$ cat config.mk
export PLATFORM = sky130hd
export DESIGN_NAME = quad_interval_timer
export DESIGN_NICKNAME = d
export VERILOG_FILES = /design/src/rtl/qit_pkg.sv /design/src/rtl/qit_decode.sv /design/src/rtl/qit_channel.sv /design/src/rtl/qit_rdmux.sv /design/src/rtl/quad_interval_timer.sv
export SDC_FILE = /design/constraint.sdc
export NUM_CORES = 1
export LEC_CHECK = 0
export BUFFER_PORTS_ARGS = -buffer_cell sky130_fd_sc_hd__buf_4
export CAP_MARGIN = 20
export CORE_ASPECT_RATIO = 1.75
export CORE_MARGIN = 5
export CORE_UTILIZATION = 43
export DETAILED_ROUTE_END_ITERATION = 6
export HOLD_SLACK_MARGIN = 0.03
export SLEW_MARGIN = 20
export SYNTH_ARGS = -nofsm -noshare
export SYNTH_HDL_FRONTEND = slang
export SYNTH_SLANG_ARGS = --single-unit
$ cat constraint.sdc
create_clock -name clk -period 5.65 [get_ports clk]
set_input_delay 1.13 -clock clk [delete_from_list [all_inputs] [get_ports clk]]
set_output_delay 1.13 -clock clk [all_outputs]
set_load 0.02 [all_outputs]
$ cat src/rtl/qit_pkg.sv
package qit_pkg;

   localparam int WIN_LSB     = 6;
   localparam int GLOBAL_ADDR = 'h100;

   localparam logic [WIN_LSB-1:0] OFS_CLR   = 6'h00;
   localparam logic [WIN_LSB-1:0] OFS_START = 6'h04;
   localparam logic [WIN_LSB-1:0] OFS_STOP  = 6'h08;
   localparam logic [WIN_LSB-1:0] OFS_MODE  = 6'h0C;
   localparam logic [WIN_LSB-1:0] OFS_STAT  = 6'h10;
   localparam logic [WIN_LSB-1:0] OFS_CNT   = 6'h14;
   localparam logic [WIN_LSB-1:0] OFS_TERM  = 6'h18;
   localparam logic [WIN_LSB-1:0] OFS_MASK  = 6'h1C;
   localparam logic [WIN_LSB-1:0] OFS_ICLR  = 6'h20;

   localparam logic [3:0] ST_IDLE   = 4'h1;
   localparam logic [3:0] ST_ACTIVE = 4'h2;
   localparam int STB_EN   = 4;
   localparam int STB_OS   = 5;
   localparam int STB_MASK = 6;
   localparam int STB_PEND = 7;
   localparam int ICLR_BIT = 7;

   typedef struct packed {
      logic clr;
      logic start;
      logic stop;
      logic mode;
      logic mask;
      logic iclr;
      logic term;
   } chan_cmd_t;

   typedef enum logic [2:0] {
      SEL_NONE,
      SEL_STAT,
      SEL_CNT,
      SEL_TERM,
      SEL_GLOB
   } rd_sel_e;

endpackage

$ cat src/rtl/qit_decode.sv
module qit_decode
   import qit_pkg::*;
#(
   parameter int NUM_CH = 4,
   parameter int ADDR_W = 9,
   parameter int CH_W   = 2
) (
   input  logic [ADDR_W-1:0]           addr,
   input  logic                        we,
   output chan_cmd_t [NUM_CH-1:0]      cmd,
   output logic                        glob_wr,
   output rd_sel_e                     rd_sel,
   output logic [CH_W-1:0]             rd_ch
);
   localparam int WIN_W = ADDR_W - WIN_LSB;

   logic [WIN_W-1:0]   win;
   logic [WIN_LSB-1:0] ofs;
   logic               in_win;
   logic               is_glob;

   assign win     = addr[ADDR_W-1:WIN_LSB];
   assign ofs     = addr[WIN_LSB-1:0];
   assign in_win  = (int'(win) < NUM_CH);
   assign is_glob = (addr == ADDR_W'(GLOBAL_ADDR));
   assign glob_wr = we && is_glob;
   assign rd_ch   = win[CH_W-1:0];

   always_comb begin
      for (int c = 0; c < NUM_CH; c++) begin
         cmd[c] = '0;
         if (we && in_win && (int'(win) == c)) begin
            case (ofs)
               OFS_CLR:   cmd[c].clr   = 1'b1;
               OFS_START: cmd[c].start = 1'b1;
               OFS_STOP:  cmd[c].stop  = 1'b1;
               OFS_MODE:  cmd[c].mode  = 1'b1;
               OFS_MASK:  cmd[c].mask  = 1'b1;
               OFS_ICLR:  cmd[c].iclr  = 1'b1;
               OFS_TERM:  cmd[c].term  = 1'b1;
               default:   cmd[c]       = '0;
            endcase
         end
      end
   end

   always_comb begin
      rd_sel = SEL_NONE;
      if (is_glob) begin
         rd_sel = SEL_GLOB;
      end else if (in_win) begin
         case (ofs)
            OFS_STAT: rd_sel = SEL_STAT;
            OFS_CNT:  rd_sel = SEL_CNT;
            OFS_TERM: rd_sel = SEL_TERM;
            default:  rd_sel = SEL_NONE;
         endcase
      end
   end

endmodule

$ cat src/rtl/qit_channel.sv
module qit_channel
   import qit_pkg::*;
#(
   parameter int CNT_W  = 32,
   parameter int DATA_W = 32
) (
   input  logic              clk,
   input  logic              rst_n,
   input  logic              tick,
   input  chan_cmd_t         cmd,
   input  logic [DATA_W-1:0] wdata,
   output logic [7:0]        status,
   output logic [CNT_W-1:0]  count,
   output logic [CNT_W-1:0]  term,
   output logic              irq
);
   logic             en_q, os_q, mask_q, pend_q;
   logic [CNT_W-1:0] cnt_q, term_q;
   logic             at_term, hit;

   assign at_term = (cnt_q == term_q);
   assign hit     = tick && en_q && at_term && !cmd.clr;

   always_ff @(posedge clk or negedge rst_n) begin
      if (!rst_n) begin
         en_q   <= 1'b0;
         os_q   <= 1'b0;
         mask_q <= 1'b0;
         pend_q <= 1'b0;
         cnt_q  <= '0;
         term_q <= '1;
      end else begin
         if (cmd.mode) os_q   <= wdata[0];
         if (cmd.mask) mask_q <= wdata[0];
         if (cmd.term) term_q <= wdata[CNT_W-1:0];

         if (cmd.stop)             en_q <= 1'b0;
         else if (cmd.start)       en_q <= 1'b1;
         else if (hit && os_q)     en_q <= 1'b0;

         if (cmd.clr)              cnt_q <= '0;
         else if (tick && en_q) begin
            if (at_term)           cnt_q <= os_q ? cnt_q : '0;
            else                   cnt_q <= cnt_q + 1'b1;
         end

         if (cmd.clr)              pend_q <= 1'b0;
         else if (hit)             pend_q <= 1'b1;
         else if (cmd.iclr && wdata[ICLR_BIT]) pend_q <= 1'b0;
      end
   end

   assign status = {pend_q, mask_q, os_q, en_q, (en_q ? ST_ACTIVE : ST_IDLE)};
   assign count  = cnt_q;
   assign term   = term_q;
   assign irq    = pend_q && mask_q;

   AST_IDLE_HOLDS: assert property (@(posedge clk) disable iff (!rst_n)
      (!en_q && !cmd.clr) |=> (cnt_q == $past(cnt_q)));
   AST_CONT_WRAP: assert property (@(posedge clk) disable iff (!rst_n)
      (tick && en_q && !os_q && (cnt_q == term_q) && !cmd.clr) |=> (cnt_q == '0 && pend_q));
   AST_ONESHOT_STOP: assert property (@(posedge clk) disable iff (!rst_n)
      (tick && en_q && os_q && (cnt_q == term_q) && !cmd.clr && !cmd.start) |=> (!en_q && pend_q && cnt_q == $past(cnt_q)));
   AST_CLR_ZEROES: assert property (@(posedge clk) disable iff (!rst_n)
      cmd.clr |=> (cnt_q == '0 && !pend_q));
   AST_ICLR_DROPS: assert property (@(posedge clk) disable iff (!rst_n)
      (cmd.iclr && wdata[ICLR_BIT] && !(tick && en_q && (cnt_q == term_q))) |=> !pend_q);
   AST_HIT_BEATS_ICLR: assert property (@(posedge clk) disable iff (!rst_n)
      (cmd.iclr && tick && en_q && (cnt_q == term_q) && !cmd.clr) |=> pend_q);

endmodule

$ cat src/rtl/qit_rdmux.sv
module qit_rdmux
   import qit_pkg::*;
#(
   parameter int NUM_CH = 4,
   parameter int CNT_W  = 32,
   parameter int DATA_W = 32,
   parameter int CH_W   = 2
) (
   input  rd_sel_e                       sel,
   input  logic [CH_W-1:0]               ch,
   input  logic [NUM_CH-1:0][7:0]        stat,
   input  logic [NUM_CH-1:0][CNT_W-1:0]  cnt,
   input  logic [NUM_CH-1:0][CNT_W-1:0]  term,
   input  logic                          glob,
   output logic [DATA_W-1:0]             rdata
);
   always_comb begin
      rdata = '0;
      case (sel)
         SEL_STAT: rdata = DATA_W'(stat[ch]);
         SEL_CNT:  rdata = DATA_W'(cnt[ch]);
         SEL_TERM: rdata = DATA_W'(term[ch]);
         SEL_GLOB: rdata = DATA_W'(glob);
         default:  rdata = '0;
      endcase
   end
endmodule

$ cat src/rtl/quad_interval_timer.sv
module quad_interval_timer
   import qit_pkg::*;
#(
   parameter int NUM_CH = 4,
   parameter int CNT_W  = 32,
   parameter int DATA_W = 32,
   parameter int ADDR_W = 9
) (
   input  logic              clk,
   input  logic              rst_n,
   input  logic [NUM_CH-1:0] tick_en,
   input  logic [ADDR_W-1:0] bus_addr,
   input  logic [DATA_W-1:0] bus_wdata,
   input  logic              bus_we,
   output logic [DATA_W-1:0] bus_rdata,
   output logic [NUM_CH-1:0] irq,
   output logic              clk_req
);
   localparam int CH_W = (NUM_CH > 1) ? $clog2(NUM_CH) : 1;

   if (NUM_CH < 1 || NUM_CH * (1 << WIN_LSB) > GLOBAL_ADDR)
      $error("NUM_CH must fit below the global register");
   if (CNT_W < 2 || CNT_W > DATA_W)
      $error("CNT_W must lie between 2 and DATA_W");
   if (DATA_W < 8)
      $error("DATA_W must hold the status byte");
   if (ADDR_W < 9 || ADDR_W - WIN_LSB < CH_W)
      $error("ADDR_W too narrow for the map");

   chan_cmd_t [NUM_CH-1:0]        cmd;
   logic                          glob_wr;
   rd_sel_e                       rd_sel;
   logic [CH_W-1:0]               rd_ch;
   logic [NUM_CH-1:0][7:0]        ch_stat;
   logic [NUM_CH-1:0][CNT_W-1:0]  ch_cnt;
   logic [NUM_CH-1:0][CNT_W-1:0]  ch_term;
   logic                          req_q;

   qit_decode #(.NUM_CH(NUM_CH), .ADDR_W(ADDR_W), .CH_W(CH_W)) u_dec (
      .addr   (bus_addr),
      .we     (bus_we),
      .cmd    (cmd),
      .glob_wr(glob_wr),
      .rd_sel (rd_sel),
      .rd_ch  (rd_ch)
   );

   for (genvar g = 0; g < NUM_CH; g++) begin : g_ch
      qit_channel #(.CNT_W(CNT_W), .DATA_W(DATA_W)) u_ch (
         .clk   (clk),
         .rst_n (rst_n),
         .tick  (tick_en[g]),
         .cmd   (cmd[g]),
         .wdata (bus_wdata),
         .status(ch_stat[g]),
         .count (ch_cnt[g]),
         .term  (ch_term[g]),
         .irq   (irq[g])
      );

      AST_IRQ_NEEDS_BOTH: assert property (@(posedge clk) disable iff (!rst_n)
         irq[g] |-> (ch_stat[g][STB_PEND] && ch_stat[g][STB_MASK]));
   end

   always_ff @(posedge clk or negedge rst_n) begin
      if (!rst_n)       req_q <= 1'b0;
      else if (glob_wr) req_q <= bus_wdata[0];
   end
   assign clk_req = req_q;

   qit_rdmux #(.NUM_CH(NUM_CH), .CNT_W(CNT_W), .DATA_W(DATA_W), .CH_W(CH_W)) u_rd (
      .sel  (rd_sel),
      .ch   (rd_ch),
      .stat (ch_stat),
      .cnt  (ch_cnt),
      .term (ch_term),
      .glob (req_q),
      .rdata(bus_rdata)
   );

   AST_REQ_FOLLOWS_WRITE: assert property (@(posedge clk) disable iff (!rst_n)
      glob_wr |=> (clk_req == $past(bus_wdata[0])));

endmodule

Word level (Yosys, flattened, before mapping):

Index checks and enable logic that the tools add are counted.

* register bits: 273
* latch bits: 0
* memory bits (writable): 0
* memory bits (read-only): 0
* bits of input ports: 48
* word-level logic and storage cells: 172
* memories kept: 0

* add/sub/neg operators: 4
* multiply operators: 0
* div/mod/pow operators: 0
* order comparisons: 2
* eq/ne operators: 24
* shift operators: 0
* multiplexer cells: 65
* bitwise gates (word level): 0
* reductions and logical operators: 52

Operators by type and width (count)
* $mux W32: 18
* $add A32 B1 Y32 const B: 4
* $bmux W32 S2: 2
* $eq A32 B32 Y1: 4
* $pmux W32 S4: 1
* $mux W1: 31
* $logic_and A1 B1 Y1: 30
* $mux W7: 4
* $eq A6 B5 Y1 const B: 4
* $reduce_bool A3 Y1: 8
* $bmux W8 S2: 1
* $eq A6 B4 Y1 const B: 2
* $ne A3 B2 Y1 const B: 4
* $eq A3 B2 Y1 const B: 3
* $eq A3 B3 Y1 const B: 3
* $eq A9 B9 Y1 const B: 1
* $mux W2: 4
* $mux W8: 1
* $reduce_and A2 Y1: 4
* $reduce_bool A2 Y1: 4
* $eq A6 B3 Y1 const B: 1
* $eq A6 B6 Y1 const B: 1
* $logic_not A6 Y1: 1
* $mux W3: 2
* 6 further kinds: 9

Logic depth before layout (Yosys ltp):

Gate-level depths: netlist (run 1).

* depth in word-level cells: 10
* depth in mapped cells: 9
* gate-level depth less buffers: 7

By module:

Synthesis (run 1) repeated with hierarchy kept, for this count alone.

* cells, all modules: 1689
* area, all modules: 18210.0 µm²

Modules (own cells, without submodules)
* qit_channel: times used 4, cells each 366, area an instance 3870.0 µm², sequential area each 1741.7 µm²
* qit_rdmux: times used 1, cells each 165, area an instance 2297.2 µm², sequential area each 0.0 µm²
* qit_decode: times used 1, cells each 58, area an instance 392.9 µm², sequential area each 0.0 µm²
* quad_interval_timer: times used 1, cells each 2, area an instance 40.0 µm², sequential area each 25.0 µm²

Least setup slack after synthesis (run 1):

OpenSTA, ideal clock, no wires.

* path type: input -> output
* start point: in bus_addr[6]
* end point: out bus_rdata[0]
* data arrival time: 2.960 ns
* required time: 4.520 ns
* slack: 1.560 ns
* stages on the path: 4
* buffers on the path: 2
* cell sequence: buf_2 -> buf_2 -> mux4_2 -> o311ai_0

* cells in the longest elaborated chain, start to end: 5
* elaborated cells between the ends (all ways): 15
* those cells by class: order compare: 1; eq/ne: 5; mux: 9

Ends and longest elaborated chain
* start: declaration: RTL line quad_interval_timer.sv:12 `input logic [ADDR_W-1:0] bus_addr,`
* $lt A3 B3 Y1: RTL line qit_decode.sv:24 `assign in_win = (int'(win) < NUM_CH);`
* $mux W3: RTL line qit_decode.sv:51 `end else if (in_win) begin`
* $mux W3: RTL line qit_decode.sv:49 `if (is_glob) begin`
* $eq A3 B3 Y1, or another cell as far along: RTL line qit_rdmux.sv:19 `case (sel)`
* $pmux W32 S4 *: RTL line qit_rdmux.sv:19
* end: declaration: RTL line quad_interval_timer.sv:15 `output logic [DATA_W-1:0] bus_rdata,`

Mark *: on every way between the ends. The rest lies on a longest branch, timed or not. The select of a mux whose other input is x is not followed.

Final worst setup path (run 1):

* start point: in bus_addr[7]
* end point: out bus_rdata[0]

The elaborated chain is that of the path after synthesis.

==> results of run 1 <==
per-stage QoR:
| stage | hold WS [ns] | setup slack (ns) | cell area (µm²) | utilization (%) |
|---|---|---|---|---|
| 2_1_floorplan | 0.489 | 1.56 | 17100 | - |
| 5_1_grt | 0.548 | 1.26 | 19100 | 48.7 |
| 3_5_place_dp | 0.517 | 1.40 | 18100 | 46.2 |
| 4_1_cts | 0.529 | 1.40 | 19100 | 48.7 |
| 3_3_place_gp | 0.516 | 1.40 | 18100 | 46.2 |
| 6_report | 0.525 | 1.35 | 19100 | 48.7 |
cell families (layout without fill, tap and decap cells):
logic type      Yosys count  count (layout)  share of synthesized area, %
flops                   273             273                          40.9
xor+xnor                129             129                          6.70
buf+inv                 135             193                          3.47
compound gates          292             292                          12.1
mux                     226             226                          19.3
fa+ha+maj                 4               4                         0.293
simple gates            530             530                          17.2
Yosys cell counts, types with 4 or more instances:
| cell type | n |
|---|---|
| nor4_2 | 6 |
| and4_1 | 17 |
| dfrtp_1 | 145 |
| dfstp_2 | 128 |
| nor2_1 | 62 |
| o21ai_1 | 6 |
| a2bb2oi_1 | 5 |
| buf_4 | 7 |
| mux2_2 | 142 |
| nand4_1 | 62 |
| o31ai_1 | 21 |
| and3_1 | 23 |
| ha_1 | 4 |
| nand3b_1 | 10 |
| xor2_1 | 64 |
| nor4_1 | 34 |
| inv_1 | 20 |
| a31o_2 | 6 |
| nand3_1 | 78 |
| or4_1 | 28 |
| or3_1 | 27 |
| xnor2_1 | 63 |
| a31oi_1 | 10 |
| and2_1 | 13 |
| mux4_2 | 66 |
| clkbuf_1 | 54 |
| a22o_1 | 31 |
| nor3_1 | 37 |
| nand2_1 | 111 |
| a21o_1 | 6 |
| nor3b_1 | 5 |
| buf_1 | 22 |
| mux2i_1 | 16 |
| o22a_1 | 28 |
| o21ai_0 | 42 |
| a21bo_2 | 15 |
| buf_2 | 28 |
| a21oi_1 | 66 |
| a22oi_1 | 28 |
worst min-delay path by stage:
stage	startpoint	endpoint
final	g_ch[0].u_ch.mask_q	g_ch[0].u_ch.mask_q
after floorplan	g_ch[2].u_ch.mask_q	g_ch[2].u_ch.mask_q
after CTS	g_ch[0].u_ch.mask_q	g_ch[0].u_ch.mask_q
after global routing	g_ch[0].u_ch.mask_q	g_ch[0].u_ch.mask_q
after detailed placement	g_ch[0].u_ch.mask_q	g_ch[0].u_ch.mask_q
after global placement	g_ch[0].u_ch.mask_q	g_ch[0].u_ch.mask_q
sequential cells by signal, summed over array words and instances, names as in the netlist:
name	flops
clk_req	1
g_ch.u_ch.pend_q	4
g_ch.u_ch.count	128
g_ch.u_ch.os_q	4
g_ch.u_ch.mask_q	4
g_ch.u_ch.en_q	4
g_ch.u_ch.term	128
layout by cell type (no fill, tap or decap), drive strengths merged, types with 39 or more instances in the layout:
master	n
dfrtp	145
mux2	142
dfstp	128
buf	120
nand2	112
nand3	78
mux4	68
a21oi	66
xnor2	65
xor2	64
nand4	62
nor2	62
o21ai	49
nor4	42
nor3	39
worst max-delay path, delay by kind of cell:
kind / cells / cell delay (ns)
AOI/OAI and AO/OA: 2 / 0.42
buffers and inverters: 3 / 1.25
muxes: 1 / 0.33
layout make-up:
cell class,count,share of cell area [%]
Tap cell,490,3.21
Clock inverter,16,0.779
Timing Repair Buffer,120,4.95
Multi-Input combinational cell,1181,49.8
Sequential cell,273,36.6
Clock buffer,37,4.27
Inverter,20,0.393
power breakdown:
part / total (mW) / switching, mW / internal (mW)
clock: 2.02 / 0.903 / 1.12
sequential: 2.12 / 0.0863 / 2.03
combinational: 0.542 / 0.348 / 0.194
total: 4.68 / 1.34 / 3.34
per-layer routing:
metal  track usage [%]  wire [µm]
met4              20.1       5380
met2              50.5      32500
met5                 0          0
met1              32.4      22700
met3              3.72       3710
==> impl_metrics.csv, run 1 <==
group,metric,value,unit
hold_path,hold_class,"register to register",
global_route,grt_pass1_vias,14500,
die,dieWidth,161,µm
setup_path,crit_path_end,"bus_rdata[0]",
global_route,grt_pass1_wl,95600,µm
clock_tree,cts_tree,"built",
outcome,outcome,"finished clean",
synthesis,synth_top_cell_by_area,"dfrtp_1",
die,rows,96,
detailed_routing,num_vias,14400,
clock_tree,clock_latency,0.59,ns
setup_path,crit_chain,"buf_4 -> buf_4 -> mux4_2 -> a22oi_1 -> o311ai_0 -> buf_4",
detailed_routing,drt_wl_total,64300,µm
power_and_ir_drop,power.leakage,7.91,nW
global_route,grt_max_degree,109,
synthesis,yosysTopAreaCellShare,21.2,%
sta,tightestPinTransition,0.993,ns
global_route,antenna_found_initial,1,
synthesis,syn-num-nets,1641,
clock_tree,cts.repair.resized,0,
power_and_ir_drop,p_total,4.68,mW
setup_path,end_kind,"output pin",
cells_and_area,multi_input_area,9520,µm²
clock_tree,cts.sinks,273,
cells_and_area,nets,1677,
setup_path,critPathKind,"input port to output pin",
setup_path,r2r_cells,6,
clock_tree,htreeDepth,1,
clock_tree,max-clock-path-buffers,3,
detailed_routing,first_iter_violations,1237,
synthesis,syn_area_per_cell,10.7,µm²
die,die_area,44000,µm²
synthesis,ys_seq_area_share,40.9,%
detailed_routing,detail-route-antenna-nets,0,
cells_and_area,register_area,6990,µm²
setup_path,start_kind,"input port",
sta,post-route-period-util,76.1,%
cells_and_area,drive_gt1_share,33.7,%
synthesis,async_reset_ff_share,100,%
placement,place_congestion,1.09,
hold_path,hold_depth,1,
setup_path,r2r_start,"g_ch[3].u_ch.term[5]",
clock_tree,clock-root-buffer,"clkbuf_16",
synthesis,synth_warnings,0,
clock_tree,hold_buffers,0,
sta,rsz0062_at_grt,"no",
setup_path,rr_endpoint,"g_ch[3].u_ch.count[13]",
setup_path,worst_path_max_delay_cell,"buf_4",
clock_tree,clkTransAtPathRegs,0.06,ns
placement,port_buffers,84,
detailed_routing,route.detailed.drc,0,
synthesis,ys_types,70,
detailed_routing,wl_per_cell,30.1,µm
die,die-height,274,µm
sta,max_freq,233,MHz
synthesis,ys_seq_elements,273,
die,io_pins,85,
setup_path,arrival,3.17,ns
placement,dp.cells,2084,
sta,slew_headroom,33.3,%
sta,skew,0.0217,ns
cells_and_area,num-fill-cells,3559,
sta,finalHoldViolations,0,
sta,setup_violations,0,
global_route,grt.overflow.total,0,
power_and_ir_drop,vdd_drop_max,0.000222,V
synthesis,syn_inst,1589,
cells_and_area,area_growth_syn_to_layout,11.9,%
synthesis,synthFlopType,"dfrtp_1",
detailed_routing,firstDrtPassIters,5,
synthesis,synth-edff-count,0,
setup_path,cp_slowest_stage_delay,0.64,ns
setup_path,crit_path_max_fanout,57,
setup_path,r2r_slack,1.89,ns
job,cap_violations,0,
die,initial_core_util,43.5,%
power_and_ir_drop,cellPowerDensity,245,nW/µm²
setup_path,cp_data_required_time,4.52,ns
setup_path,crit_top_cell,"buf_4",
sta,timing.setup.tns,0,ns
sta,slew_viol_final,0,
cells_and_area,final_cells,2137,
global_route,grt.total_usage,28.9,%
synthesis,synth_area,17100,µm²
clock_tree,cts_inserted_buffers,29,
die,core-area,39300,µm²
cells_and_area,antennaDiodeCount,0,
clock_tree,postCtsSetupBuffers,0,
detailed_routing,vias_per_cell,6.73,
placement,dp_hpwl,49100,µm
setup_path,crit_start,"bus_addr[7]",
sta,period_needed,4.30,ns
synthesis,ys_top_cells_by_area,"dfrtp_1 21%, dfstp_2 20%, mux2_2 9.4%, mux4_2 8.7%, xor2_1 3.3%",
Power figures use the tool's default switching activity.
==> run 2: changes to the inputs <==
==> constraint.sdc (replaced) <==
create_clock -name clk -period 3.5 [get_ports clk]
set_input_delay 0.7 -clock clk [delete_from_list [all_inputs] [get_ports clk]]
set_output_delay 0.7 -clock clk [all_outputs]
set_load 0.02 [all_outputs]
==> run 2 against run 1 <==
Against the previous run:
- sequential share of layout area shrank 1.0 points
- global-route usage increased by 0.95 points
- sequential cell count unchanged
- via count up 1.9%
- first-iteration DRC count is 41% higher
- design area is 2.8% higher
- largest cell class unchanged
==> impl_metrics.csv, run 2 (synthesis gave the netlist of run 1 again) <==
group,metric,value,unit
setup_path,arrival,3.54,ns
sta,max_freq,325,MHz
detailed_routing,wl_per_cell,30.1,µm
sta,slew_viol_final,0,
setup_path,start_kind,"register",
setup_path,crit_path_max_fanout,10,
global_route,antenna_found_initial,0,
detailed_routing,route.detailed.drc,0,
clock_tree,postCtsSetupBuffers,0,
cells_and_area,drive_gt1_share,35.9,%
sta,slew_headroom,35.0,%
die,rows,96,
die,dieWidth,161,µm
clock_tree,clock-root-buffer,"clkbuf_16",
cells_and_area,final_cell_mix,"178 x buf_4, 145 x dfrtp_1, 142 x mux2_2",
global_route,grt_pass1_wl,97600,µm
clock_tree,cts.repair.resized,0,
die,die-height,274,µm
die,initial_core_util,43.5,%
power_and_ir_drop,power.leakage,8.25,nW
sta,finalHoldViolations,0,
sta,post-route-period-util,87.9,%
cells_and_area,nets,1745,
clock_tree,max-clock-path-buffers,3,
sta,tightestPinTransition,0.966,ns
detailed_routing,drt_wl_total,66500,µm
job,cap_violations,0,
detailed_routing,vias_per_cell,6.65,
die,die_area,44000,µm²
detailed_routing,firstDrtPassIters,6,
cells_and_area,final_common_cell,"buf_4",
die,io_pins,85,
setup_path,cp_data_required_time,3.97,ns
placement,dpl-instance-area,18700,µm²
global_route,grt_max_degree,73,
cells_and_area,antennaDiodeCount,0,
hold_path,hold_class,"input port to async pin",
cells_and_area,area_growth_syn_to_layout,15.1,%
clock_tree,cts.sinks,273,
placement,dp_hpwl,51500,µm
power_and_ir_drop,cellPowerDensity,381,nW/µm²
clock_tree,htreeDepth,1,
power_and_ir_drop,vdd_drop_max,0.000374,V
clock_tree,clock_latency,0.59,ns
placement,port_buffers,84,
global_route,grt_pass1_vias,14700,
outcome,outcome,"finished clean",
sta,setup_violations,0,
global_route,grt.total_usage,29.8,%
sta,rsz0062_at_grt,"no",
clock_tree,cts_inserted_buffers,29,
setup_path,end_kind,"register",
die,core-area,39300,µm²
clock_tree,cts_tree,"built",
clock_tree,clkTransAtPathRegs,0.07,ns
clock_tree,hold_buffers,0,
detailed_routing,detail-route-antenna-nets,0,
sta,skew,0.0207,ns
detailed_routing,num_vias,14700,
sta,period_needed,3.08,ns
placement,place_congestion,0.996,
sta,timing.setup.tns,0,ns
cells_and_area,design_area,19700,µm²
detailed_routing,first_iter_violations,1740,
setup_path,r2r_cells,6,
setup_path,critPathKind,"register to register",
global_route,grt.overflow.total,0,
run 2: layout make-up:
type	count	area [µm²]
Sequential cell	273	6990
Clock inverter	10	82.6
Timing Repair Buffer	188	1530
Multi-Input combinational cell	1181	9520
Inverter	20	75.1
Fill cell	3554	19600
Clock buffer	44	843
Tap cell	490	613
run 2: critical path: stages, from the launching register on:
cell	delay, ns
dfrtp_1	0.48
xnor2_1	0.50
nand4_1	0.18
or4_4	0.56
or4_1	0.78
nand2_4	0.26
o21ba_1	0.18
run 2: metrics by stage:
| step | instances | util (%) | total power [mW] | worst slack, ns | hold slack (ns) |
|---|---|---|---|---|---|
| 2_1_floorplan | 1589 | - | 3.90 | 0.270 | 0.404 |
| 3_3_place_gp | 2152 | 47.7 | 4.39 | 0.487 | 0.508 |
| 3_5_place_dp | 2152 | 47.7 | 4.40 | 0.490 | 0.514 |
| 4_1_cts | 2206 | 50.0 | 7.50 | 0.483 | 0.0832 |
| 5_1_grt | 2206 | 50.0 | 7.68 | 0.317 | 0.110 |
| 6_report | 2206 | 50.0 | 7.49 | 0.423 | 0.0551 |
run 2: layer usage:
layer  vias to the layer above  global-route usage (%)  wire [µm]
li1                       6260                       -          -
met1                      7320                    33.5      22900
met2                       823                    50.1      32100
met3                       257                    4.32       4670
met4                         0                    24.2       6850
met5                         -                       0          0
run 2: path summary, 6_finish.rpt:
check                                       start                endpoint  slack, ns
setup / recovery           g_ch[1].u_ch.count[17]   g_ch[1].u_ch.count[5]       0.42
hold / removal                              rst_n  g_ch[1].u_ch.count[18]       0.06
setup reg to reg           g_ch[1].u_ch.count[17]   g_ch[1].u_ch.count[5]       0.42
hold reg to reg               g_ch[2].u_ch.mask_q     g_ch[2].u_ch.mask_q       0.54
max in group asynchronous                   rst_n    g_ch[0].u_ch.term[9]       2.56
min in group clk                    bus_wdata[12]   g_ch[0].u_ch.term[12]       0.36
run 2: power by group:
group          total (mW)  internal, mW  switching [mW]
Clock                3.12          1.73            1.38
Sequential           3.42          3.28           0.141
Combinational       0.950         0.356           0.594
==> run 3: changes to the inputs <==
--- a/config.mk
+++ b/config.mk
@@ -5,13 +5,14 @@
 export SDC_FILE = /design/constraint.sdc
 export NUM_CORES = 1
 export LEC_CHECK = 0
-export BUFFER_PORTS_ARGS = -buffer_cell sky130_fd_sc_hd__buf_4
+export BUFFER_PORTS_ARGS = -buffer_cell sky130_fd_sc_hd__buf_2
 export CAP_MARGIN = 20
 export CORE_ASPECT_RATIO = 1.75
 export CORE_MARGIN = 5
-export CORE_UTILIZATION = 43
+export CORE_UTILIZATION = 57
 export DETAILED_ROUTE_END_ITERATION = 6
 export HOLD_SLACK_MARGIN = 0.03
+export PLACE_DENSITY = 0.78
 export SLEW_MARGIN = 20
 export SYNTH_ARGS = -nofsm -noshare
 export SYNTH_HDL_FRONTEND = slang
==> run 3 against run 2 <==
Against the previous run:
- the run now ends with design-rule violations left
- clock power decreased by 4%
- via count increased by 2.9%
- setup slack got worse by 0.19 ns
- utilization increased by 14 points
- critical path type unchanged
- critical endpoint is now g_ch[0].u_ch.count[27]
- largest cell class unchanged
==> impl_metrics.csv, run 3 (synthesis gave the netlist of run 1 again) <==
group,metric,value,unit
outcome,outcome,"finished, violations left",
outcome,violations,"design-rule violations",
setup_path,end_kind,"register",
global_route,grt_max_degree,89,
cells_and_area,register_area,6990,µm²
die,initial_core_util,57.2,%
sta,period_needed,3.27,ns
clock_tree,max-clock-path-buffers,3,
setup_path,cp_slowest_stage_delay,0.68,ns
placement,dp_hpwl,47400,µm
die,die-height,239,µm
setup_path,start_kind,"register",
detailed_routing,drt_wl_total,63500,µm
setup_path,crit_top_cell,"buf_4",
clock_tree,htreeDepth,1,
detailed_routing,detail-route-antenna-nets,0,
sta,rsz0062_at_grt,"no",
sta,post-route-period-util,93.4,%
clock_tree,postCtsSetupBuffers,0,
global_route,antenna_found_initial,3,
cells_and_area,fin_util,63.8,%
sta,tightestPinTransition,0.913,ns
cells_and_area,final_common_cell,"dfrtp_1",
detailed_routing,route.detailed.drc,4,
detailed_routing,firstDrtPassIters,7,
cells_and_area,drive_gt1_share,34.5,%
die,core-area,29800,µm²
die,io_pins,85,
global_route,grt_pass1_vias,14800,
sta,slew_viol_final,0,
setup_path,arrival,3.77,ns
sta,timing.setup.tns,0,ns
sta,finalHoldViolations,0,
cells_and_area,num-fill-cells,2429,
setup_path,critPathKind,"register to register",
global_route,grt.overflow.total,0,
job,cap_violations,0,
cells_and_area,area_growth_syn_to_layout,11.5,%
placement,place_congestion,1.07,
clock_tree,cts_tree,"built",
placement,port_buffers,84,
cells_and_area,multi_input_area,9510,µm²
power_and_ir_drop,cellPowerDensity,384,nW/µm²
global_route,grt.total_usage,37.3,%
setup_path,crit_chain,"xnor2_1 -> nand4_1 -> nor4_2 -> buf_4 -> a31o_2 -> buf_4 -> a22oi_1 -> mux2i_1",
detailed_routing,num_vias,15100,
setup_path,crit_family,"simple AND/OR/NAND/NOR gates",
sta,max_freq,306,MHz
sta,skew,0.0160,ns
setup_path,cp.buffers_inverters,2,
clock_tree,clock-root-buffer,"clkbuf_16",
clock_tree,cts.sinks,273,
cells_and_area,nets,1717,
clock_tree,hold_buffers,0,
clock_tree,clock_latency,0.58,ns
setup_path,crit_path_max_fanout,23,
sta,fin_ws,0.231,ns
setup_path,cp_data_required_time,4.00,ns
clock_tree,cts_inserted_buffers,27,
die,dieWidth,141,µm
global_route,grt_pass1_wl,93700,µm
sta,setup_violations,0,
detailed_routing,wl_per_cell,30.6,µm
detailed_routing,first_iter_violations,1782,
detailed_routing,vias_per_cell,7.27,
hold_path,hold_class,"input port to async pin",
placement,place_ws,0.377,ns
power_and_ir_drop,power.leakage,8.04,nW
die,die_area,33700,µm²
setup_path,worst_path_max_delay_cell,"xnor2_1",
sta,slew_headroom,38.9,%
cells_and_area,final_cell_mix,"145 x dfrtp_1, 142 x mux2_2, 128 x dfstp_2",
clock_tree,cts.repair.resized,0,
clock_tree,clkTransAtPathRegs,0.07,ns
power_and_ir_drop,vdd_drop_max,0.000408,V
die,rows,84,
-- run 3: final timing paths --
kind                                        start                endpoint  slack (ns)  cells after the start
max                        g_ch[0].u_ch.count[18]  g_ch[0].u_ch.count[27]        0.23                      8
min                                         rst_n  g_ch[0].u_ch.count[17]        0.08                      1
max reg2reg                g_ch[0].u_ch.count[18]  g_ch[0].u_ch.count[27]        0.23                      8
min reg2reg                   g_ch[1].u_ch.mask_q     g_ch[1].u_ch.mask_q        0.54                      1
max in group asynchronous                   rst_n   g_ch[2].u_ch.term[22]        2.47                      2
min in group clk                    bus_wdata[24]   g_ch[2].u_ch.term[24]        0.40                      2
-- run 3: power breakdown --
group / switching (mW) / internal, mW / leakage, nW
Combinational: 0.575 / 0.326 / 4.32
Clock: 1.35 / 1.63 / 0.426
Sequential: 0.156 / 3.28 / 3.30
-- run 3: cell type report --
cell class / instances / share of cell area (%)
Inverter: 20 / 0.394
Timing Repair Buffer: 162 / 5.82
Tap cell: 387 / 2.54
Sequential cell: 273 / 36.7
Clock inverter: 5 / 0.151
Antenna cell: 2 / 0.0263
Clock buffer: 45 / 4.39
Multi-Input combinational cell: 1181 / 49.9
-- run 3: per-layer routing --
metal,wire length (µm),vias up,GRT usage (%)
met3,6510,370,8.41
met4,7160,0,31.9
met1,20000,7377,41.1
met2,29800,1144,60.5
met5,0,-,0
li1,-,6192,-
-- run 3: per-stage QoR --
| stage | power [mW] | hold slack, ns | cells | instance area (µm²) |
|---|---|---|---|---|
| global placement | 4.32 | 0.533 | 2023 | 18200 |
| global route | 7.46 | 0.115 | 2073 | 19000 |
| finish | 7.31 | 0.0786 | 2075 | 19000 |
| floorplan | 3.90 | 0.404 | 1589 | 17100 |
| detailed placement | 4.35 | 0.543 | 2023 | 18200 |
| CTS | 7.25 | 0.102 | 2073 | 19000 |
